`config.mk`:
```
export PLATFORM = sky130hd
export DESIGN_NAME = sensor_clk_div
export DESIGN_NICKNAME = d
export VERILOG_FILES = /design/src/rtl/sclk_pkg.sv /design/src/rtl/sclk_mode_decode.sv /design/src/rtl/sclk_period_ctr.sv /design/src/rtl/sclk_out_sel.sv /design/src/rtl/sensor_clk_div.sv
export SDC_FILE = /design/constraint.sdc
export NUM_CORES = 1
export LEC_CHECK = 0
export BUFFER_PORTS_ARGS = -buffer_cell sky130_fd_sc_hd__buf_2
export CORE_MARGIN = 8
export CORE_UTILIZATION = 30
export CTS_BUF_LIST = sky130_fd_sc_hd__clkbuf_4 sky130_fd_sc_hd__clkbuf_8
export DETAILED_ROUTE_END_ITERATION = 10
export PLACE_DENSITY = 0.57
export SLEW_MARGIN = 20
export SYNTH_ARGS = -nofsm -noshare
export SYNTH_HDL_FRONTEND = slang
export SYNTH_SLANG_ARGS = --single-unit
```
`constraint.sdc`:
```
create_clock -name clk_mst -period 2.3 [get_ports clk_mst]
set_clock_uncertainty 0.1 [all_clocks]
set_input_delay 0.345 -clock clk_mst [delete_from_list [all_inputs] [get_ports clk_mst]]
set_output_delay 0.345 -clock clk_mst [all_outputs]
set_load 0.02 [all_outputs]
```
`src/rtl/sclk_pkg.sv`:
```
// Package: shared types for the sensor clock divider.
// Assumes: the divisor code width is chosen at the top level. The mode
// classification does not depend on that width.
package sclk_pkg;

    // Operating class of a divisor code
    typedef enum logic [1:0] {
        SCLK_STATIC_LOW  = 2'd0,
        SCLK_STATIC_HIGH = 2'd1,
        SCLK_DIVIDE      = 2'd2,
        SCLK_PASS        = 2'd3
    } sclk_mode_e;

endpackage

```
`src/rtl/sclk_mode_decode.sv`:
```
// Module: sclk_mode_decode
// Classifies a divisor code into one of four operating classes.
// The all-zero code is static low, the code one is static high, the
// all-ones code is pass-through, and every other code divides.
// Assumes: CODE_W >= 2.
module sclk_mode_decode
    import sclk_pkg::*;
#(
    parameter int CODE_W = 5
) (
    input  logic [CODE_W-1:0] code,
    output sclk_mode_e        mode
);

    localparam logic [CODE_W-1:0] CODE_LOW  = '0;
    localparam logic [CODE_W-1:0] CODE_HIGH = CODE_W'(1);
    localparam logic [CODE_W-1:0] CODE_PASS = '1;

    // Purpose: map the code onto its operating class
    always_comb begin
        if (code == CODE_LOW) begin
            mode = SCLK_STATIC_LOW;
        end else if (code == CODE_HIGH) begin
            mode = SCLK_STATIC_HIGH;
        end else if (code == CODE_PASS) begin
            mode = SCLK_PASS;
        end else begin
            mode = SCLK_DIVIDE;
        end
    end

endmodule

```
`src/rtl/sclk_period_ctr.sv`:
```
// Module: sclk_period_ctr
// Holds the active divisor code, counts the master cycles inside a
// period, and registers the divided output level.
// The requested code is accepted only on a load cycle. A load cycle is the
// last cycle of a divided period, or any cycle while the active code
// is not a divide code.
// Assumes: synchronous active-low reset, and a requested code that is
// already synchronous to clk.
module sclk_period_ctr
    import sclk_pkg::*;
#(
    parameter int CODE_W = 5
) (
    input  logic              clk,
    input  logic              rst_n,
    input  logic [CODE_W-1:0] req_code,
    input  sclk_mode_e        req_mode,
    input  sclk_mode_e        act_mode,
    output logic [CODE_W-1:0] act_code,
    output logic [CODE_W-1:0] pos_q,
    output logic              level_q,
    output logic              load
);

    logic [CODE_W-1:0] last_pos;
    logic [CODE_W-1:0] high_len;
    logic [CODE_W-1:0] pos_nx;

    // Purpose: last position of the period and length of its high phase (ceil N/2)
    always_comb begin
        last_pos = act_code - CODE_W'(1);
        high_len = {1'b0, act_code[CODE_W-1:1]} + {{(CODE_W-1){1'b0}}, act_code[0]};
        pos_nx   = pos_q + CODE_W'(1);
    end

    // Purpose: decide whether this cycle may take a new code
    always_comb begin
        load = (act_mode != SCLK_DIVIDE) || (pos_q == last_pos);
    end

    // Purpose: active code, period position and registered output level
    always_ff @(posedge clk) begin
        if (!rst_n) begin
            act_code <= '0;
            pos_q    <= '0;
            level_q  <= 1'b0;
        end else if (load) begin
            act_code <= req_code;
            pos_q    <= '0;
            level_q  <= (req_mode == SCLK_DIVIDE) || (req_mode == SCLK_STATIC_HIGH);
        end else begin
            pos_q    <= pos_nx;
            level_q  <= (pos_nx < high_len);
        end
    end

endmodule

```
`src/rtl/sclk_out_sel.sv`:
```
// Module: sclk_out_sel
// Selects the sensor clock. In pass-through the master clock itself is
// sent out; in every other mode the registered level is sent out.
// Assumes: pass_en comes from a register clocked by the same master
// clock, so it changes only just after a rising edge.
module sclk_out_sel (
    input  logic clk,
    input  logic pass_en,
    input  logic level,
    output logic clk_out
);

    // Purpose: choose between the master clock and the divided level
    always_comb begin
        clk_out = pass_en ? clk : level;
    end

endmodule

```
`src/rtl/sensor_clk_div.sv`:
```
// Module: sensor_clk_div (top)
// Programmable sensor clock divider. Codes 0 and 1 give static levels,
// codes 2 to 2**CODE_W-2 divide the master clock, and the all-ones code
// passes the master clock through. A divided period always completes
// before a new code is applied.
// Assumes: div_code is synchronous to clk_mst; reset is synchronous, active low.
module sensor_clk_div
    import sclk_pkg::*;
#(
    parameter int CODE_W = 5
) (
    input  logic              clk_mst,
    input  logic              rst_n,
    input  logic [CODE_W-1:0] div_code,
    output logic              clk_out
);

    sclk_mode_e        req_mode;
    sclk_mode_e        act_mode;
    logic [CODE_W-1:0] act_code;
    logic [CODE_W-1:0] pos_q;
    logic              level_q;
    logic              load;
    logic              pass_en;

    // Decoder for the incoming code, used when it is loaded
    sclk_mode_decode #(.CODE_W(CODE_W)) u_dec_req (
        .code (div_code),
        .mode (req_mode)
    );

    // Decoder for the code now in force
    sclk_mode_decode #(.CODE_W(CODE_W)) u_dec_act (
        .code (act_code),
        .mode (act_mode)
    );

    sclk_period_ctr #(.CODE_W(CODE_W)) u_ctr (
        .clk      (clk_mst),
        .rst_n    (rst_n),
        .req_code (div_code),
        .req_mode (req_mode),
        .act_mode (act_mode),
        .act_code (act_code),
        .pos_q    (pos_q),
        .level_q  (level_q),
        .load     (load)
    );

    // Purpose: flag the pass-through class for the output selector
    always_comb begin
        pass_en = (act_mode == SCLK_PASS);
    end

    sclk_out_sel u_sel (
        .clk     (clk_mst),
        .pass_en (pass_en),
        .level   (level_q),
        .clk_out (clk_out)
    );

endmodule

```
==> flow_summary.yaml, run 1 <==
detailed_routing:
  dr.pass1.iters: 4
  ant_nets: 0
  first_iter_violations: 9
  routed_wl_um: 1700
  num_vias: 661
  wl_per_cell_um: 12.8
  vias_per_cell: 4.97
  drc: 0
setup_path:
  rr_worst_depth: 9
  crit_path_max_fanout: 2
  end_kind: "output pin"
  regToRegStartpoint: "u_ctr.act_code[0]"
  criticalPathCategory: "clk -> out"
  cp_num_buf_inv: 3
  crit_chain: "clkbuf_4, clkbuf_4, mux2_2, buf_2"
  slowest_delay_ns: 0.24
  cp-start-kind: "clock port"
  crit_required_ns: 1.86
  startpoint: "clk_mst"
  cp.depth: 4
  slowest_stage: "mux2_2"
  critPathArrivalTime_ns: 1.78
  critPathTopFamily: "buffers and inverters"
  cp_common_cell: "clkbuf_4"
sta:
  finalSetupViolations: 0
  relSlewSlack_pct: 82.2
  grt_setup_unrepaired: "false"
  fin_hold_ws_ns: 0.0976
  final-hold-violation-count: 0
  fin_setup_tns_ns: 0
  worst_slew_pin_slew_ns: 0.267
  setup_slack_ns: 0.0789
  drv_slew: 0
placement:
  gp_congestion: 0.778
  numPlacedInstances: 126
  place_area_um2: 877
  pre_cts_slack_ns: 0.0672
  dp_hpwl_um: 1290
  io_buffers: 7
floorplanning:
  ios: 8
  std_cell_rows: 19
  core_area_mm2: 0.00266
  die_area_mm2: 0.00462
  die_w_um: 68.0
  die_h_um: 68.0
  start_util_pct: 30.5
synthesis:
  syn_area_um2: 811
  post_synth.cell_area_avg_um2: 9.01
  syn_inst: 90
  async_flop_share_pct: 0
  synthesis.nets: 108
  synth_ff_type: "dfxtp_1"
  yosysSeqAreaShare_pct: 27.2
  yosysUniqueCellTypes: 29
  synth_edf_count: 0
  synth_warnings: 0
  ys_ff_latch: 11
global_routing:
  grt_pass1_wl_um: 2860
  met2_usage_pct: 12.9
  antenna_found_initial: 0
  grt_max_degree: 18
  grt_overflow_total: 0
  grt_use_total_pct: 8.84
  grt_busiest_layer: "met2"
  gr-usage-met1_pct: 9.10
  grt_pass1_vias: 691
  gr-usage-met3_pct: 3.44
worst_hold_path:
  hold_class: "in -> reg"
  worstHoldStart: "div_code[0]"
  holdPathStages: 3
cells_and_area:
  design_area_um2: 931
  nets: 121
  fin_util_pct: 35.0
  antenna-diode-count: 0
  nFillCells: 293
  drive_gt1_share_pct: 20.6
  fin_cells: 133
  area_delta_synth_final_pct: 14.8
cts:
  clkLatencyLatePin_ns: 0.40
  cts_tree: "built"
  path_clk_slew_ns: 0.07
  hold_buffers: 0
outcome:
  status: "finished clean"
pwr:
  power_density_mw_per_mm2: 1450
  irDropWorstVdd_v: 0.000839
  p_leak_nw: 0.436
  power.total_mw: 1.35
flow_run:
  cap_violations: 0
## kinds of logic after synthesis
logic type | after synthesis | synth area share, %
xor+xnor | 11 | 11.9
simple gates | 31 | 19.8
fa+ha+maj | 11 | 17.0
flops | 11 | 27.2
compound gates | 11 | 9.10
buf+inv | 9 | 7.56
mux | 6 | 7.56
## registers in the layout, indices dropped and copies added, names as in the netlist
register,flops
u_ctr.pos_q,5
u_ctr.act_code,5
u_ctr.level_q,1
## routing by layer
metal	share of wire, %	up-vias	routed length (um)
li1	-	336	-
met1	47	303	795
met2	45	13	757
met3	3.5	9	60
met4	4.9	0	83
met5	0	-	0
## final timing paths
check,endpoint,slack (ns)
worst min register to register,u_ctr.act_code[1],0.42
worst max register to register,u_ctr.level_q,0.12
worst max-delay path,clk_out,0.08
worst min-delay path,u_ctr.act_code[0],0.1
## synth_stat cells, types with 2 or more instances
| library cell | count | area, um2 |
|---|---|---|
| xor2_1 | 4 | 35.0 |
| nor2_1 | 2 | 7.51 |
| xnor2_1 | 7 | 61.3 |
| nor3_1 | 2 | 10.0 |
| nand3_1 | 6 | 30.0 |
| o21ai_0 | 3 | 15.0 |
| nand2_1 | 10 | 37.5 |
| dfxtp_1 | 11 | 220 |
| and3_1 | 6 | 37.5 |
| buf_6 | 3 | 33.8 |
| inv_1 | 3 | 11.3 |
| nand4_1 | 2 | 12.5 |
| ha_1 | 11 | 138 |
| mux2i_1 | 5 | 50.1 |
## where the power goes
group	switching (mW)	internal (mW)	total (mW)
registers	0.0836	0.261	0.345
clock network	0.104	0.148	0.252
logic	0.346	0.408	0.755
## cell type report
cell class	count	area, um2	area share (%)
inverters	3	11.3	1.21
flip-flops and latches	11	221	23.8
well taps	31	38.8	4.17
repair buffers	10	72.6	7.80
clock buffers	8	57.6	6.18
multi-input cells	70	529	56.9
## tightest hold or removal path: stages
cell and delay [ns]:
buf_2 0.11, nand2_1 0.05, mux2i_1 0.05
## cells in the final DEF, fill, tap and decap left out
cell type	Yosys	routed
a21boi_0	1	1
a21oi_1	1	1
a22oi_1	1	1
and3_1	6	6
and3b_1	1	1
buf_12	0	1
buf_2	0	7
buf_4	1	3
clkbuf_4	0	7
dfxtp_1	11	10
dfxtp_2	0	1
ha_1	11	11
inv_1	3	3
mux2_2	1	1
mux2i_1	5	5
nand2_1	10	10
nand3_1	6	6
nand4_1	2	2
nor2_1	2	2
nor3_1	2	2
o2111ai_1	1	1
o211ai_1	1	1
o21ai_0	3	2
o21ai_1	1	2
o21ba_1	1	1
o31ai_1	1	1
or3b_2	1	1
or4_1	1	1
xnor2_1	7	7
xor2_1	4	4
## repair_timing
item | CTS | global route
gates resized for setup | 0 | 2
setup endpoints to repair | 0 | 1
setup buffers | 0 | 0
hold endpoints to repair | 0 | 0
Power figures use the tool's default switching activity.
==> run 2, diff against run 1 <==
Settings changed: SETUP_SLACK_MARGIN set to 0.05, SYNTH_HIERARCHICAL set to 1.
==> run 2 against run 1 <==
  * The flow now finishes with violations (negative setup slack)
  * Worst setup slack lost 0.19 ns
  * Sequential power shrank 12%
  * Worst hold slack gained 0.023 ns
  * Clock power grew 7%
  * Final cell count grew 1.5%
  * Total power shrank 7.7%
  * First-iteration DRC count grew 120%
  * Count of clock-buffer cells in the layout is the same
  * Critical path type is now reg -> out
  * Largest cell class unchanged
  * Highest routed layer is now met3
==> flow_summary.yaml, run 2 <==
detailed_routing:
  first_iter_violations: 20
  dr.pass1.iters: 4
  vias_per_cell: 4.93
  wl_per_cell_um: 11.2
  routed_wl_um: 1520
  ant_nets: 0
  num_vias: 666
  drc: 0
outcome:
  status: "finished with violations"
  violations: "negative setup slack"
floorplanning:
  start_util_pct: 32.0
  core_area_mm2: 0.00250
  die_area_mm2: 0.00458
  die_w_um: 67.7
  die_h_um: 67.7
  std_cell_rows: 18
  ios: 8
setup_path:
  crit_required_ns: 1.86
  end_kind: "output pin"
  crit_path_max_fanout: 5
  rr_worst_depth: 10
  endpoint: "clk_out"
  cp-start-kind: "flop"
  regToRegStartpoint: "u_ctr/act_code[1]"
  startpoint: "u_ctr/act_code[1]"
  critPathArrivalTime_ns: 1.97
  criticalPathCategory: "reg -> out"
  r2r_end: "u_ctr/level_q"
  rrSetupSlack_ns: 0.11
sta:
  fin_hold_ws_ns: 0.121
  setup_slack_ns: -0.111
  fin_setup_tns_ns: -0.111
  min_period_ns: 2.41
  fin_crit_sh_pct: 105
  max_freq_mhz: 415
  drv_slew: 0
  final-hold-violation-count: 0
  grt_setup_unrepaired: "true"
  worst_slew_pin_slew_ns: 0.519
  finalSetupViolations: 1
  relSlewSlack_pct: 65.4
pwr:
  p_leak_nw: 0.450
  p_int_mw: 0.777
  clockPowerShare_pct: 21.6
  irDropWorstVdd_v: 0.000730
  p_sw_mw: 0.471
  combinationalPowerShare_pct: 54.1
  power_density_mw_per_mm2: 1280
  seqPwrFrac_pct: 24.3
  swShare_pct: 37.7
synthesis:
  synth_warnings: 6
  synthesis.nets: 103
  syn_inst: 88
  syn_area_um2: 801
  post_synth.cell_area_avg_um2: 9.10
placement:
  numPlacedInstances: 126
  dp_hpwl_um: 1180
  io_buffers: 7
  gp_congestion: 0.772
cts:
  path_clk_slew_ns: 0.06
  clkLatencyLatePin_ns: 0.37
  cts_tree: "built"
global_routing:
  antenna_found_initial: 0
  grt_pass1_wl_um: 2730
  grt_pass1_vias: 668
  grt_max_degree: 18
  grt_overflow_total: 0
  grt_use_total_pct: 7.82
worst_hold_path:
  hold_class: "in -> reg"
cells_and_area:
  area_delta_synth_final_pct: 21.2
  fin_cells: 135
  reg.largest.list: "u_ctr/act_code: 5 flops, u_ctr/pos_q: 5 flops, u_ctr/level_q: 1 flops"
  layout_common_cells: "13 x nand2_1, 9 x dfxtp_1"
  drive_gt1_share_pct: 32.4
  nets: 121
  layout_commonest_cell: "nand2_1"
  antenna-diode-count: 0
flow_run:
  cap_violations: 0
-- run 2: final cells by class --
| type | instances | area [um2] |
|---|---|---|
| clock buffer | 8 | 63.8 |
| inverter | 4 | 15.0 |
| fill | 247 | 1530 |
| timing repair buffer | 13 | 86.3 |
| multi-input combinational | 69 | 546 |
| tap | 30 | 37.5 |
| sequential | 11 | 223 |
-- run 2: power by group through the flow --
stage / sequential [mW] / clock [mW] / combinational (mW)
after floorplan: 0.306 / 0.0336 / 0.517
after global placement: 0.305 / 0.0415 / 0.618
after detailed placement: 0.305 / 0.0415 / 0.631
after CTS: 0.303 / 0.278 / 0.653
after global routing: 0.313 / 0.301 / 0.750
final: 0.303 / 0.270 / 0.674
-- run 2: worst min path at each step --
stage                       from                 to  slack, ns  cells past startpoint
5_1_grt              div_code[0]  u_ctr/act_code[0]       0.11                      3
2_1_floorplan        div_code[0]  u_ctr/act_code[0]       0.38                      2
3_5_place_dp   u_ctr/act_code[2]  u_ctr/act_code[2]       0.43                      2
4_1_cts              div_code[0]  u_ctr/act_code[0]       0.11                      3
6_report             div_code[0]  u_ctr/act_code[0]       0.12                      3
3_3_place_gp   u_ctr/act_code[2]  u_ctr/act_code[2]       0.42                      2
-- run 2: routing by layer --
layer / global-route usage (%) / wire, um / share of wire (%) / vias up
met5: 0 / 0 / 0 / -
met4: 4.18 / 0 / 0 / 0
met3: 3.81 / 63 / 4.2 / 0
met2: 12.0 / 700 / 46 / 15
met1: 8.77 / 751 / 50 / 309
li1: - / - / - / 342
-- run 2: repair_timing --
action	4_1_cts	5_1_grt
cloned	0	0
pin swaps	1	2
resized for setup	5	4
hold buffers	0	0
hold endpoints to repair	0	0
endpoints found under the setup margin	1	12
buffers inserted	1	1
-- run 2: per-stage QoR --
stage                     worst slack (ns)  area (um2)  util [%]  total power, mW
after global routing                -0.198         971      38.8             1.36
after detailed placement             0.113         883      35.3            0.977
after global placement               0.188         883      35.3            0.964
final                               -0.111         971      38.8             1.25
after CTS                           -0.153         957      38.3             1.23
after floorplan                      0.169         801         -            0.858
-- run 2: critical path: stages (launching register included) --
cell and delay (ns):
dfxtp_2 0.32, buf_6 0.12, or4_4 0.43, a21boi_2 0.15
and2_4 0.15, mux2_4 0.29, buf_6 0.13
==> run 3, diff against run 2 <==
Settings changed: SKIP_CTS_REPAIR_TIMING set to 1.
==> run 3 against run 2 <==
  * The flow still finishes with violations (negative setup slack)
  * Worst setup slack worse by 0.022 ns
  * Worst hold slack worse by 0.00084 ns
  * Largest cell class unchanged
  * Clock power hardly changed
  * Register-to-register slack hardly changed
  * Routed wire length is 1.6% lower
==> flow_summary.yaml, run 3 (synthesized netlist as in run 2, its figures left out) <==
sta:
  drv_slew: 0
  max_freq_mhz: 411
  grt_setup_unrepaired: "true"
  min_period_ns: 2.43
  fin_setup_tns_ns: -0.133
  fin_crit_sh_pct: 106
  finalSetupViolations: 1
  worst_slew_pin_slew_ns: 0.515
  setup_slack_ns: -0.133
  relSlewSlack_pct: 65.7
  final-hold-violation-count: 0
placement:
  dp_hpwl_um: 1180
  io_buffers: 7
  gp_congestion: 0.772
  place_area_um2: 883
setup_path:
  cp_num_buf_inv: 2
  crit_chain: "buf_6, or4_4, a21boi_2, and2_4, mux2_4, buf_6"
  slowest_delay_ns: 0.43
  critPathArrivalTime_ns: 1.99
  regToRegStartpoint: "u_ctr/act_code[0]"
  crit_path_max_fanout: 5
  startpoint: "u_ctr/act_code[1]"
  cp-start-kind: "flop"
  endpoint: "clk_out"
  criticalPathCategory: "reg -> out"
  cp.depth: 6
  rr_worst_depth: 9
  rrSetupSlack_ns: 0.12
  slowest_stage: "or4_4"
  r2r_end: "u_ctr/level_q"
  critPathTopFamily: "simple AND/OR/NAND/NOR gates"
  end_kind: "output pin"
  crit_required_ns: 1.86
  cp_common_cell: "buf_6"
cells_and_area:
  drive_gt1_share_pct: 29.8
  antenna-diode-count: 0
  layout_common_cells: "13 x nand2_1, 10 x dfxtp_1, 8 x ha_1"
  nFillCells: 250
  design_area_um2: 957
  layout_commonest_cell: "nand2_1"
  nets: 120
  area_delta_synth_final_pct: 19.5
  reg.largest.list: "u_ctr/act_code: 5 flops, u_ctr/pos_q: 5 flops, u_ctr/level_q: 1 flops"
global_routing:
  grt_overflow_total: 0
  antenna_found_initial: 0
  grt_use_total_pct: 7.78
  grt_max_degree: 18
  grt_pass1_vias: 663
  grt_pass1_wl_um: 2700
detailed_routing:
  routed_wl_um: 1490
  vias_per_cell: 4.95
  num_vias: 663
  drc: 0
  first_iter_violations: 20
  wl_per_cell_um: 11.1
  ant_nets: 0
  dr.pass1.iters: 4
outcome:
  status: "finished with violations"
  violations: "negative setup slack"
cts:
  clkLatencyLatePin_ns: 0.37
  path_clk_slew_ns: 0.07
  cts_tree: "built"
flow_run:
  cap_violations: 0
floorplanning:
  ios: 8
  die_area_mm2: 0.00458
  std_cell_rows: 18
  die_h_um: 67.7
  core_area_mm2: 0.00250
  die_w_um: 67.7
  start_util_pct: 32.0
pwr:
  swShare_pct: 37.9
  power.total_mw: 1.22
  power_density_mw_per_mm2: 1270
  p_leak_nw: 0.446
  combinationalPowerShare_pct: 53.0
  irDropWorstVdd_v: 0.000734
  seqPwrFrac_pct: 24.8
  p_sw_mw: 0.461
  clockPowerShare_pct: 22.2
  p_int_mw: 0.755
worst_hold_path:
  hold_class: "in -> reg"
  worstHoldStart: "div_code[0]"
-- run 3: cell types whose count changed in the layout (fill, tap and decap cells not counted) --
cell / previous run / this run
or3b_4: 1 / 0
or3b_2: 0 / 1
ha_1: 7 / 8
dfxtp_1: 9 / 10
o21ai_0: 1 / 2
dfxtp_2: 2 / 1
o21ai_1: 1 / 0
buf_4: 6 / 5
ha_2: 1 / 0
-- run 3: final cells by class --
cell class | instances | area [um2] | share of cell area, %
Clock buffer | 8 | 63.8 | 6.67
Timing Repair Buffer | 12 | 78.8 | 8.24
Multi-Input combinational cell | 69 | 541 | 56.5
Tap cell | 30 | 37.5 | 3.92
Sequential cell | 11 | 221 | 23.1
Inverter | 4 | 15.0 | 1.57
-- run 3: worst min-delay path by stage --
stage	endpoint	slack, ns	cells after the start
after global routing	u_ctr/act_code[0]	0.11	3
after floorplan	u_ctr/act_code[0]	0.38	2
after CTS	u_ctr/act_code[0]	0.11	3
after detailed placement	u_ctr/act_code[2]	0.43	2
after global placement	u_ctr/act_code[2]	0.42	2
final	u_ctr/act_code[0]	0.12	3
-- run 3: power by group through the flow --
stage	Sequential (mW)	Clock, mW	Combinational, mW
final	0.302	0.270	0.645
after global routing	0.311	0.301	0.723
after CTS	0.300	0.262	0.635
after detailed placement	0.305	0.0415	0.631
after global placement	0.305	0.0415	0.618
after floorplan	0.306	0.0336	0.517
-- run 3: per-layer routing --
metal,part of all wire (%),track usage [%]
met3,5.3,3.64
met1,48,8.86
met2,47,11.7
met5,0,0
met4,0,4.44
-- run 3: tightest hold or removal path, stage by stage --
cell	delay [ns]
buf_2	0.10
nand2_1	0.04
mux2i_1	0.05
-- run 3: stage by stage --
stage | util (%) | cells | hold slack [ns] | worst slack, ns
2_1_floorplan | - | 88 | 0.384 | 0.169
3_3_place_gp | 35.3 | 126 | 0.423 | 0.188
3_5_place_dp | 35.3 | 126 | 0.429 | 0.113
4_1_cts | 37.4 | 133 | 0.113 | -0.183
5_1_grt | 38.3 | 134 | 0.109 | -0.219
6_report | 38.3 | 134 | 0.120 | -0.133
